==> src/rtl/irq_pkg.sv <==
package irq_pkg;
    typedef enum logic [1:0] {
        ST_RUN  = 2'd0,
        ST_HALT = 2'd1,
        ST_SVC  = 2'd2
    } irq_state_e;
endpackage

==> src/rtl/irq_src_regs.sv <==
// Pending flags and enable mask for the interrupt sources.
module irq_src_regs #(
    parameter int N_SRC = 5
) (
    input  logic             clk,
    input  logic             rst_n,
    input  logic [N_SRC-1:0] req_set,
    input  logic [N_SRC-1:0] clr_mask,
    input  logic             en_wr,
    input  logic [N_SRC-1:0] en_wdata,
    output logic [N_SRC-1:0] pend_q,
    output logic [N_SRC-1:0] en_q
);
    // A new request on the same edge as its clear keeps the flag set.
    always_ff @(posedge clk or negedge rst_n) begin
        if (!rst_n) begin
            pend_q <= '0;
        end else begin
            pend_q <= (pend_q & ~clr_mask) | req_set;
        end
    end

    always_ff @(posedge clk or negedge rst_n) begin
        if (!rst_n) begin
            en_q <= '0;
        end else if (en_wr) begin
            en_q <= en_wdata;
        end
    end
endmodule

==> src/rtl/irq_prio_sel.sv <==
// Fixed priority selector: the lowest set bit wins.
module irq_prio_sel #(
    parameter int N_SRC = 5,
    parameter int IDX_W = 3
) (
    input  logic [N_SRC-1:0] req,
    output logic [N_SRC-1:0] gnt,
    output logic [IDX_W-1:0] idx,
    output logic             any
);
    logic [N_SRC:0] seen;

    assign seen[0] = 1'b0;

    for (genvar g = 0; g < N_SRC; g++) begin : g_chain
        assign gnt[g]    = req[g] & ~seen[g];
        assign seen[g+1] = seen[g] | req[g];
    end

    assign any = seen[N_SRC];

    always_comb begin
        idx = '0;
        for (int i = 0; i < N_SRC; i++) begin
            if (gnt[i]) begin
                idx = idx | IDX_W'(i);
            end
        end
    end
endmodule

==> src/rtl/irq_svc_timer.sv <==
// Counts the service window; done is high in the window's last cycle.
module irq_svc_timer #(
    parameter int SVC_CYC = 24,
    parameter int CNT_W   = 5
) (
    input  logic clk,
    input  logic rst_n,
    input  logic load,
    output logic done
);
    localparam logic [CNT_W-1:0] LOAD_VAL = CNT_W'(SVC_CYC - 1);

    logic [CNT_W-1:0] cnt_q;

    always_ff @(posedge clk or negedge rst_n) begin
        if (!rst_n) begin
            cnt_q <= '0;
        end else if (load) begin
            cnt_q <= LOAD_VAL;
        end else if (cnt_q != '0) begin
            cnt_q <= cnt_q - 1'b1;
        end
    end

    assign done = (cnt_q == '0);
endmodule

==> src/rtl/irq_dispatch.sv <==
module irq_dispatch #(
    parameter int          N_SRC    = 5,
    parameter int          PC_W     = 16,
    parameter logic [15:0] VEC_BASE = 16'h0040,
    parameter int          VEC_STEP = 8,
    parameter int          SVC_CYC  = 24,
    parameter int          IDX_W    = $clog2(N_SRC > 1 ? N_SRC : 2)
) (
    input  logic             clk,
    input  logic             rst_n,
    input  logic [N_SRC-1:0] req_set,
    input  logic             en_wr,
    input  logic [N_SRC-1:0] en_wdata,
    input  logic             ime_set,
    input  logic             halt_req,
    input  logic [PC_W-1:0]  pc_in,
    output logic             take_o,
    output logic [PC_W-1:0]  vec_o,
    output logic [IDX_W-1:0] idx_o,
    output logic [N_SRC-1:0] ack_o,
    output logic             push_req_o,
    output logic [PC_W-1:0]  push_pc_o,
    output logic             ime_o,
    output logic [N_SRC-1:0] en_o,
    output logic [N_SRC-1:0] pend_o,
    output logic             halted_o,
    output logic             busy_o
);
    import irq_pkg::*;

    localparam int CNT_W = $clog2(SVC_CYC + 1);

    function automatic logic [PC_W-1:0] vec_of(input logic [IDX_W-1:0] i);
        return PC_W'(int'(VEC_BASE) + VEC_STEP * int'(i));
    endfunction

    irq_state_e state_q, state_d;

    logic [N_SRC-1:0] pend_q, en_q, cand, gnt, clr_mask;
    logic [IDX_W-1:0] sel_idx;
    logic             cand_any;
    logic             go;
    logic             tmr_done;
    logic             ime_q;

    logic             take_q;
    logic [PC_W-1:0]  vec_q, push_pc_q;
    logic [IDX_W-1:0] idx_q;
    logic [N_SRC-1:0] ack_q;

    irq_src_regs #(.N_SRC(N_SRC)) u_regs (
        .clk      (clk),
        .rst_n    (rst_n),
        .req_set  (req_set),
        .clr_mask (clr_mask),
        .en_wr    (en_wr),
        .en_wdata (en_wdata),
        .pend_q   (pend_q),
        .en_q     (en_q)
    );

    assign cand = pend_q & en_q;

    irq_prio_sel #(.N_SRC(N_SRC), .IDX_W(IDX_W)) u_sel (
        .req (cand),
        .gnt (gnt),
        .idx (sel_idx),
        .any (cand_any)
    );

    irq_svc_timer #(.SVC_CYC(SVC_CYC), .CNT_W(CNT_W)) u_tmr (
        .clk   (clk),
        .rst_n (rst_n),
        .load  (go),
        .done  (tmr_done)
    );

    // State register
    always_ff @(posedge clk or negedge rst_n) begin
        if (!rst_n) begin
            state_q <= ST_RUN;
        end else begin
            state_q <= state_d;
        end
    end

    // Next-state and dispatch decision
    always_comb begin
        state_d = state_q;
        go      = 1'b0;
        unique case (state_q)
            ST_RUN: begin
                if (ime_q && cand_any) begin
                    state_d = ST_SVC;
                    go      = 1'b1;
                end else if (halt_req && !cand_any) begin
                    state_d = ST_HALT;
                end
            end
            ST_HALT: begin
                if (cand_any) begin
                    if (ime_q) begin
                        state_d = ST_SVC;
                        go      = 1'b1;
                    end else begin
                        state_d = ST_RUN;
                    end
                end
            end
            ST_SVC: begin
                if (tmr_done) begin
                    state_d = ST_RUN;
                end
            end
            default: begin
                state_d = ST_RUN;
            end
        endcase
    end

    assign clr_mask = go ? gnt : '0;

    // Master enable: the dispatch clear wins over the set strobe.
    always_ff @(posedge clk or negedge rst_n) begin
        if (!rst_n) begin
            ime_q <= 1'b0;
        end else if (go) begin
            ime_q <= 1'b0;
        end else if (ime_set) begin
            ime_q <= 1'b1;
        end
    end

    // Registered outputs
    always_ff @(posedge clk or negedge rst_n) begin
        if (!rst_n) begin
            take_q    <= 1'b0;
            vec_q     <= '0;
            idx_q     <= '0;
            ack_q     <= '0;
            push_pc_q <= '0;
        end else begin
            take_q <= go;
            ack_q  <= go ? gnt : '0;
            if (go) begin
                vec_q     <= vec_of(sel_idx);
                idx_q     <= sel_idx;
                push_pc_q <= pc_in;
            end
        end
    end

    assign take_o     = take_q;
    assign vec_o      = vec_q;
    assign idx_o      = idx_q;
    assign ack_o      = ack_q;
    assign push_req_o = take_q;
    assign push_pc_o  = push_pc_q;
    assign ime_o      = ime_q;
    assign en_o       = en_q;
    assign pend_o     = pend_q;
    assign halted_o   = (state_q == ST_HALT);
    assign busy_o     = (state_q == ST_SVC);
endmodule

==> config.mk <==
export PLATFORM = sky130hd
export DESIGN_NAME = irq_dispatch
export DESIGN_NICKNAME = d
export VERILOG_FILES = /design/src/rtl/irq_pkg.sv /design/src/rtl/irq_src_regs.sv /design/src/rtl/irq_prio_sel.sv /design/src/rtl/irq_svc_timer.sv /design/src/rtl/irq_dispatch.sv
export SDC_FILE = /design/constraint.sdc
export NUM_CORES = 1
export LEC_CHECK = 0
export ABC_CLOCK_PERIOD_IN_PS = 3900
export BUFFER_PORTS_ARGS = -buffer_cell sky130_fd_sc_hd__buf_2
export CAP_MARGIN = 25
export CORE_MARGIN = 1.5
export CORE_UTILIZATION = 49
export DETAILED_ROUTE_END_ITERATION = 10
export PLACE_DENSITY_LB_ADDON = 0.05
export SYNTH_ARGS = -nofsm -noshare
export SYNTH_HDL_FRONTEND = slang
export SYNTH_SLANG_ARGS = --single-unit
==> constraint.sdc <==
create_clock -name clk -period 3.9 [get_ports clk]
set_input_delay 0.78 -clock clk [delete_from_list [all_inputs] [get_ports clk]]
set_output_delay 0.78 -clock clk [all_outputs]
set_load 0.02 [all_outputs]
==> Yosys cells after proc, flatten, opt, wreduce, memory -nomap -nowiden <==
Index checks and enable logic that the tools add are counted.
{ "word_totals": {"in_bits": 31, "reg_bits": 59, "out_inout_bits": 55, "romBits": 0, "elab_cells": 61, "memories": 0, "ramBits": 0, "latchBits": 0} }
{ "classes": {"n_shift": 0, "div": 0, "n_eq_ne": 5, "muxes": 19, "n_reduce_logical": 9, "n_bitwise": 16, "add_sub_neg": 2, "magnitude_cmp": 0, "n_mul": 0} }
{ "ops": {"columns": ["op", "n"], "rows": [
  ["5-bit 2-to-1 mux", 3],
  ["2-bit 2-to-1 mux", 7],
  ["5-bit bitwise AND", 2],
  ["7-bit by 6-bit adder with 8-bit output, first input constant", 1],
  ["1-bit 2-to-1 mux", 6],
  ["2-bit case mux with 3 select lines", 1],
  ["5-bit zero test", 1],
  ["5-bit inverter", 1],
  ["5-bit OR", 1],
  ["5-bit nonzero test", 1],
  ["5-bit by 1-bit subtractor with 5-bit output, second input constant", 1],
  ["1-bit bitwise AND", 4],
  ["2-bit by 1-bit inequality test with 1-bit output, second input constant", 2],
  ["1-bit inverter", 4],
  ["1-bit OR", 4],
  ["2-bit nonzero test", 2],
  ["3-bit 2-to-1 mux", 1],
  ["3-bit inequality test, second input constant", 1],
  ["3-bit AND reduction", 1],
  ["2-bit by 1-bit equality test with 1-bit output, second input constant", 1],
  ["2-bit equality test, second input constant", 1],
  ["1-bit logical AND", 2],
  ["2-bit zero test", 1],
  ["1-bit case mux with 2 select lines", 1],
  ["1-bit zero test", 1]
]} }

==> Logic depth before layout (Yosys ltp) <==
{ "depth": {"ltp_word": 12, "ltp_mapped": 6, "mapped_depth_nobuf": 6} }

==> Cells and area by module <==
From an unflattened synthesis, not the netlist that was laid out.
{ "hier_totals": {"cells_unflattened": 150, "area_unflattened_um2": 1988.2} }
{ "modules_own_cells": {"columns": ["mod", "instances", "area_each_um2", "cells_per_inst", "seq_area_each_um2"], "rows": [
  ["irq_dispatch", 1, 1280.0, 88, 725.7],
  ["irq_src_regs", 1, 362.8, 25, 250.2],
  ["irq_svc_timer", 1, 261.5, 24, 125.1],
  ["irq_prio_sel", 1, 83.8, 13, 0.0]
]} }

==> Worst setup path after synthesis <==
No wires, ideal clock.
{ "synth_path": {"path_type": "reg-to-reg", "startpoint": "reg u_regs.pend_q[2]", "endpoint": "reg u_tmr.cnt_q[4]", "n_path_buf": 1, "synth_period_minus_slack_ns": 1.594, "path_stages_with_launch": 6, "setup_ns": 0.124, "required_time_ns": 3.776, "setup_slack_ns": 2.306, "t_arrival_ns": 1.470, "path_cell_list": "dfrtp_1 > a222oi_1 > a21o_2 > inv_2 > buf_6 > a211o_1"} }
{ "synth_between": {"elab_chain_len": 8, "elab_cells_between_ends": 10, "cone_classes": "mux: 4; bitwise: 4; reduce/logical: 2"} }
{ "synth_rtl": {"columns": ["element", "line_no", "rtl"], "rows": [
  ["from (decl)", "irq_src_regs.sv:11", "output logic [N_SRC-1:0] pend_q,"],
  ["from (signal assigned)", "irq_src_regs.sv:19", "pend_q <= (pend_q & ~clr_mask) | req_set;"],
  ["5-bit bitwise AND (*)", "irq_dispatch.sv:62", "assign cand = pend_q & en_q;"],
  ["1-bit OR (*) (3 in series)", "irq_prio_sel.sv:17", "assign seen[g+1] = seen[g] | req[g];"],
  ["1-bit logical AND", "irq_dispatch.sv:93", "if (ime_q && cand_any) begin"],
  ["1-bit 2-to-1 mux", "irq_dispatch.sv:93", null],
  ["1-bit case mux with 2 select lines (*)", "irq_dispatch.sv:91", "unique case (state_q)"],
  ["5-bit 2-to-1 mux / 2-bit nonzero test (equally long branches)", null, null],
  ["to (signal assigned)", "irq_svc_timer.sv:21", "cnt_q <= cnt_q - 1'b1;"],
  ["to (decl)", "irq_svc_timer.sv:13", "logic [CNT_W-1:0] cnt_q;"]
]} }
Every way passes the cells marked *; elsewhere a longest branch is shown, timed or not.
A chain may end at the register's enable or synchronous reset.

==> Worst setup path in the final report <==
Ends and elaborated chain as after synthesis.

==> out/results.tsv <==
stage	metric	value	unit
run_status	outcome	finished, final reports clean	
sta	grt_setup_unrepaired	no	
worst_setup_path	end_kind	flop	
clocking	clk_pin_slew	80	ps
logic_synthesis	netlist_area	1850	um2
worst_setup_path	r2r_cells	4	
worst_setup_path	r2r_slack	1910	ps
sta	slew_violations	0	
logic_synthesis	synth_cell_types	27	
grt	antenna_found_initial	0	
worst_setup_path	crit_required	4080	ps
sta	timing.final.hold_violations	0	
grt	grt_pass1_vias	1358	
worst_setup_path	cp-endpoint	u_tmr.cnt_q[4]$_DFFE_PN0P_	
clocking	cts_setup_buffers	0	
sta	timing.slew.headroom	65.1	%
placed_design	port-buffer-count	73	
clocking	cts_hold_buffers	0	
routing	ant_nets	0	
grt	grt_max_degree	45	
sta	fin_skew	4.57	ps
sta	fin_crit	1990	ps
floorplan	rows	22	
clocking	clk-insertion-delay-late	290	ps
clocking	numCtsBuffers	5	
clocking	cts_sinks	44	
cells_and_area	fin_nets	286	
grt	track_usage	18.9	%
routing	first_pass_iters	5	
worst_setup_path	cp.arrival	2170	ps
logic_synthesis	ys_seq_area_share	59.4	%
logic_synthesis	synth_cells	181	
clocking	post_cts_resized	0	
grt	grt_pass1_wl	6020	um
grt	grt_use_met3	6.60	%
placed_design	dp_slack	1890	ps
sta	finalSetupTns	0	ps
floorplan	dieArea	4160	um2
power	p_per_area	714	nW/um2
power	ir_worst_vdd	0.000376	V
routing	wl_per_cell	11.6	um
grt	grt_overflow	0	
sta	fin_ws	1910	ps
floorplan	start_util	51.0	%
placed_design	gp_congestion	0.782	
sta	finalCritPeriodShare	51.0	%
routing	drc_errors	0	
worst_setup_path	rr_endpoint	u_tmr.cnt_q[4]$_DFFE_PN0P_	
grt	met1_usage	23.8	%
routing	vias	1375	
worst_setup_path	critPathMaxFanout	25	
floorplan	die_y	64.5	um
sta	tightest_slew	522	ps
worst_setup_path	r2r-start	u_regs.pend_q[2]$_DFF_PN0_	
floorplan	io_pins	86	
routing	drt_iter0_drc	68	
flow_run	max-cap-violations	0	
cells_and_area	area_growth	23.5	%
placed_design	hpwl	2530	um
sta	holdWs	362	ps
placed_design	dp_cells	293	
logic_synthesis	syn_area_per_cell	10.2	um2
logic_synthesis	yosysWarnings	0	
clocking	cts_root_buf	clkbuf_8	
worst_setup_path	start_kind	flop	
grt	grt-busiest-layer	met2	
clocking	ctsHtreeMaxLevel	2	
cells_and_area	drive_above_1_share	35.6	%
worst_setup_path	crit_type	flop to flop	
cells_and_area	num_antenna_cells	0	
routing	wirelength	3480	um
sta	setup_violations	0	
worst_setup_path	crit_start	u_regs.pend_q[2]$_DFF_PN0_	
grt	grtUsageMet2	30.6	%
logic_synthesis	synth-seq-cells	44	
worst_hold_path	hp-class	input port to asynchronous set/reset pin	
cells_and_area	final_cells	301	
clocking	cts_tree	built	
clocking	ctsLongestPathBuffers	2	
floorplan	coreArea	3630	um2
sta	fmax	503	MHz
routing	viasPerCell	4.57	
floorplan	die_width	64.5	um
power	p_leak	1.25	nW
-- through the flow --
step	total power [mW]	instance area (um2)	utilization [%]
after global routing	1.77	2290	63.1
after floorplan	1.18	1900	-
final	1.64	2290	63.1
after global placement	1.34	2170	59.8
after CTS	1.65	2270	62.5
after detailed placement	1.35	2170	59.8
-- flip-flops by register name, summed over array words and instances (netlist names) --
name / flops
push_req_o: 1
u_tmr.cnt_q: 5
vec_o: 2
idx_o: 2
ack_o: 5
push_pc_o: 16
u_regs.pend_q: 5
state_q: 2
u_regs.en_q: 5
ime_o: 1
-- cell usage in the layout, fill, tap and decap left out --
cell type and n:
a211o_1 1, a21o_1 5, a21o_2 1, a21oi_1 1, a222oi_1 1, a22oi_1 2
and3_1 1, buf_12 1, buf_2 73, clkbuf_8 7, conb_1 12, dfrtp_1 44
ha_1 2, inv_1 5, inv_2 1, mux2_2 6, nand2_1 60, nand2b_1 4
nand3_1 4, nand4_1 1, nor2_1 8, nor2b_1 2, nor3_1 2, nor4_1 1
nor4b_2 1, o21ai_0 4, xnor2_1 3
-- layout make-up --
cell class                      instances  area, um2
Inverter                                6       22.5
Fill cell                             329       1340
Timing Repair Buffer                   74        385
Tap cell                               48       60.1
Clock buffer                            7       96.3
Multi-Input combinational cell        122        626
Sequential cell                        44       1100
-- critical path: stages (launching register included) --
cell and delay [ps]:
dfrtp_1 420, a222oi_1 420, a21o_2 500, inv_2 250, a211o_1 280
-- layer usage --
metal | part of all wire [%] | routed length, um
met3 | 7.9 | 273
met1 | 48 | 1660
met2 | 43 | 1480
met4 | 1.6 | 57
met5 | 0 | 0
-- synth_stat cells --
cell      instances  area share [%]
nand3_1           4             1.1
o21ai_0           4             1.1
a21o_1            5             2.0
nand4_1           1            0.34
nor4b_2           1            0.81
ha_1              2             1.3
inv_1             5             1.0
a222oi_1          1            0.54
and3_1            1            0.34
a22oi_1           2            0.81
conb_1            1            0.20
nand2_1          60              12
a21o_2            1            0.47
buf_2             3            0.81
dfrtp_1          44              59
nor2b_1           2            0.67
xnor2_1           3             1.4
nor3_1            2            0.54
nor4_1            1            0.34
buf_4            16             6.5
mux2_2            6             3.6
inv_2             1            0.20
nand2b_1          4             1.3
nor2_1            8             1.6
a211o_1           1            0.47
a21oi_1           1            0.27
buf_6             1            0.61
-- report_power, final --
| part | switching (mW) | leakage, nW | internal, mW |
|---|---|---|---|
| clock | 0.141 | 0.0503 | 0.158 |
| combinational | 0.415 | 0.681 | 0.229 |
| sequential | 0.0913 | 0.523 | 0.602 |
-- kinds of logic after synthesis --
group / after synthesis / share of synthesized area, %
simple gates: 84 / 19.2
other cells: 1 / 0.202
buf+inv: 26 / 9.11
mux: 6 / 3.64
flops: 44 / 59.4
xor+xnor: 3 / 1.42
compound gates: 15 / 5.67
fa+ha+maj: 2 / 1.35
-- worst min path at each step --
stage               slack [ps]                         end              startpoint
finish                     360  u_regs.pend_q[4]$_DFF_PN0_                   rst_n
detailed placement         450        vec_o[6]$_DFFE_PN0P_    vec_o[6]$_DFFE_PN0P_
floorplan                  470      state_q[0]$_DFFE_PN0P_  state_q[1]$_DFFE_PN0P_
global placement           450        vec_o[6]$_DFFE_PN0P_    vec_o[6]$_DFFE_PN0P_
CTS                        470        vec_o[6]$_DFFE_PN0P_    vec_o[6]$_DFFE_PN0P_
global route               370  u_regs.pend_q[4]$_DFF_PN0_                   rst_n
Note: power is estimated with default switching activity, not from simulation.
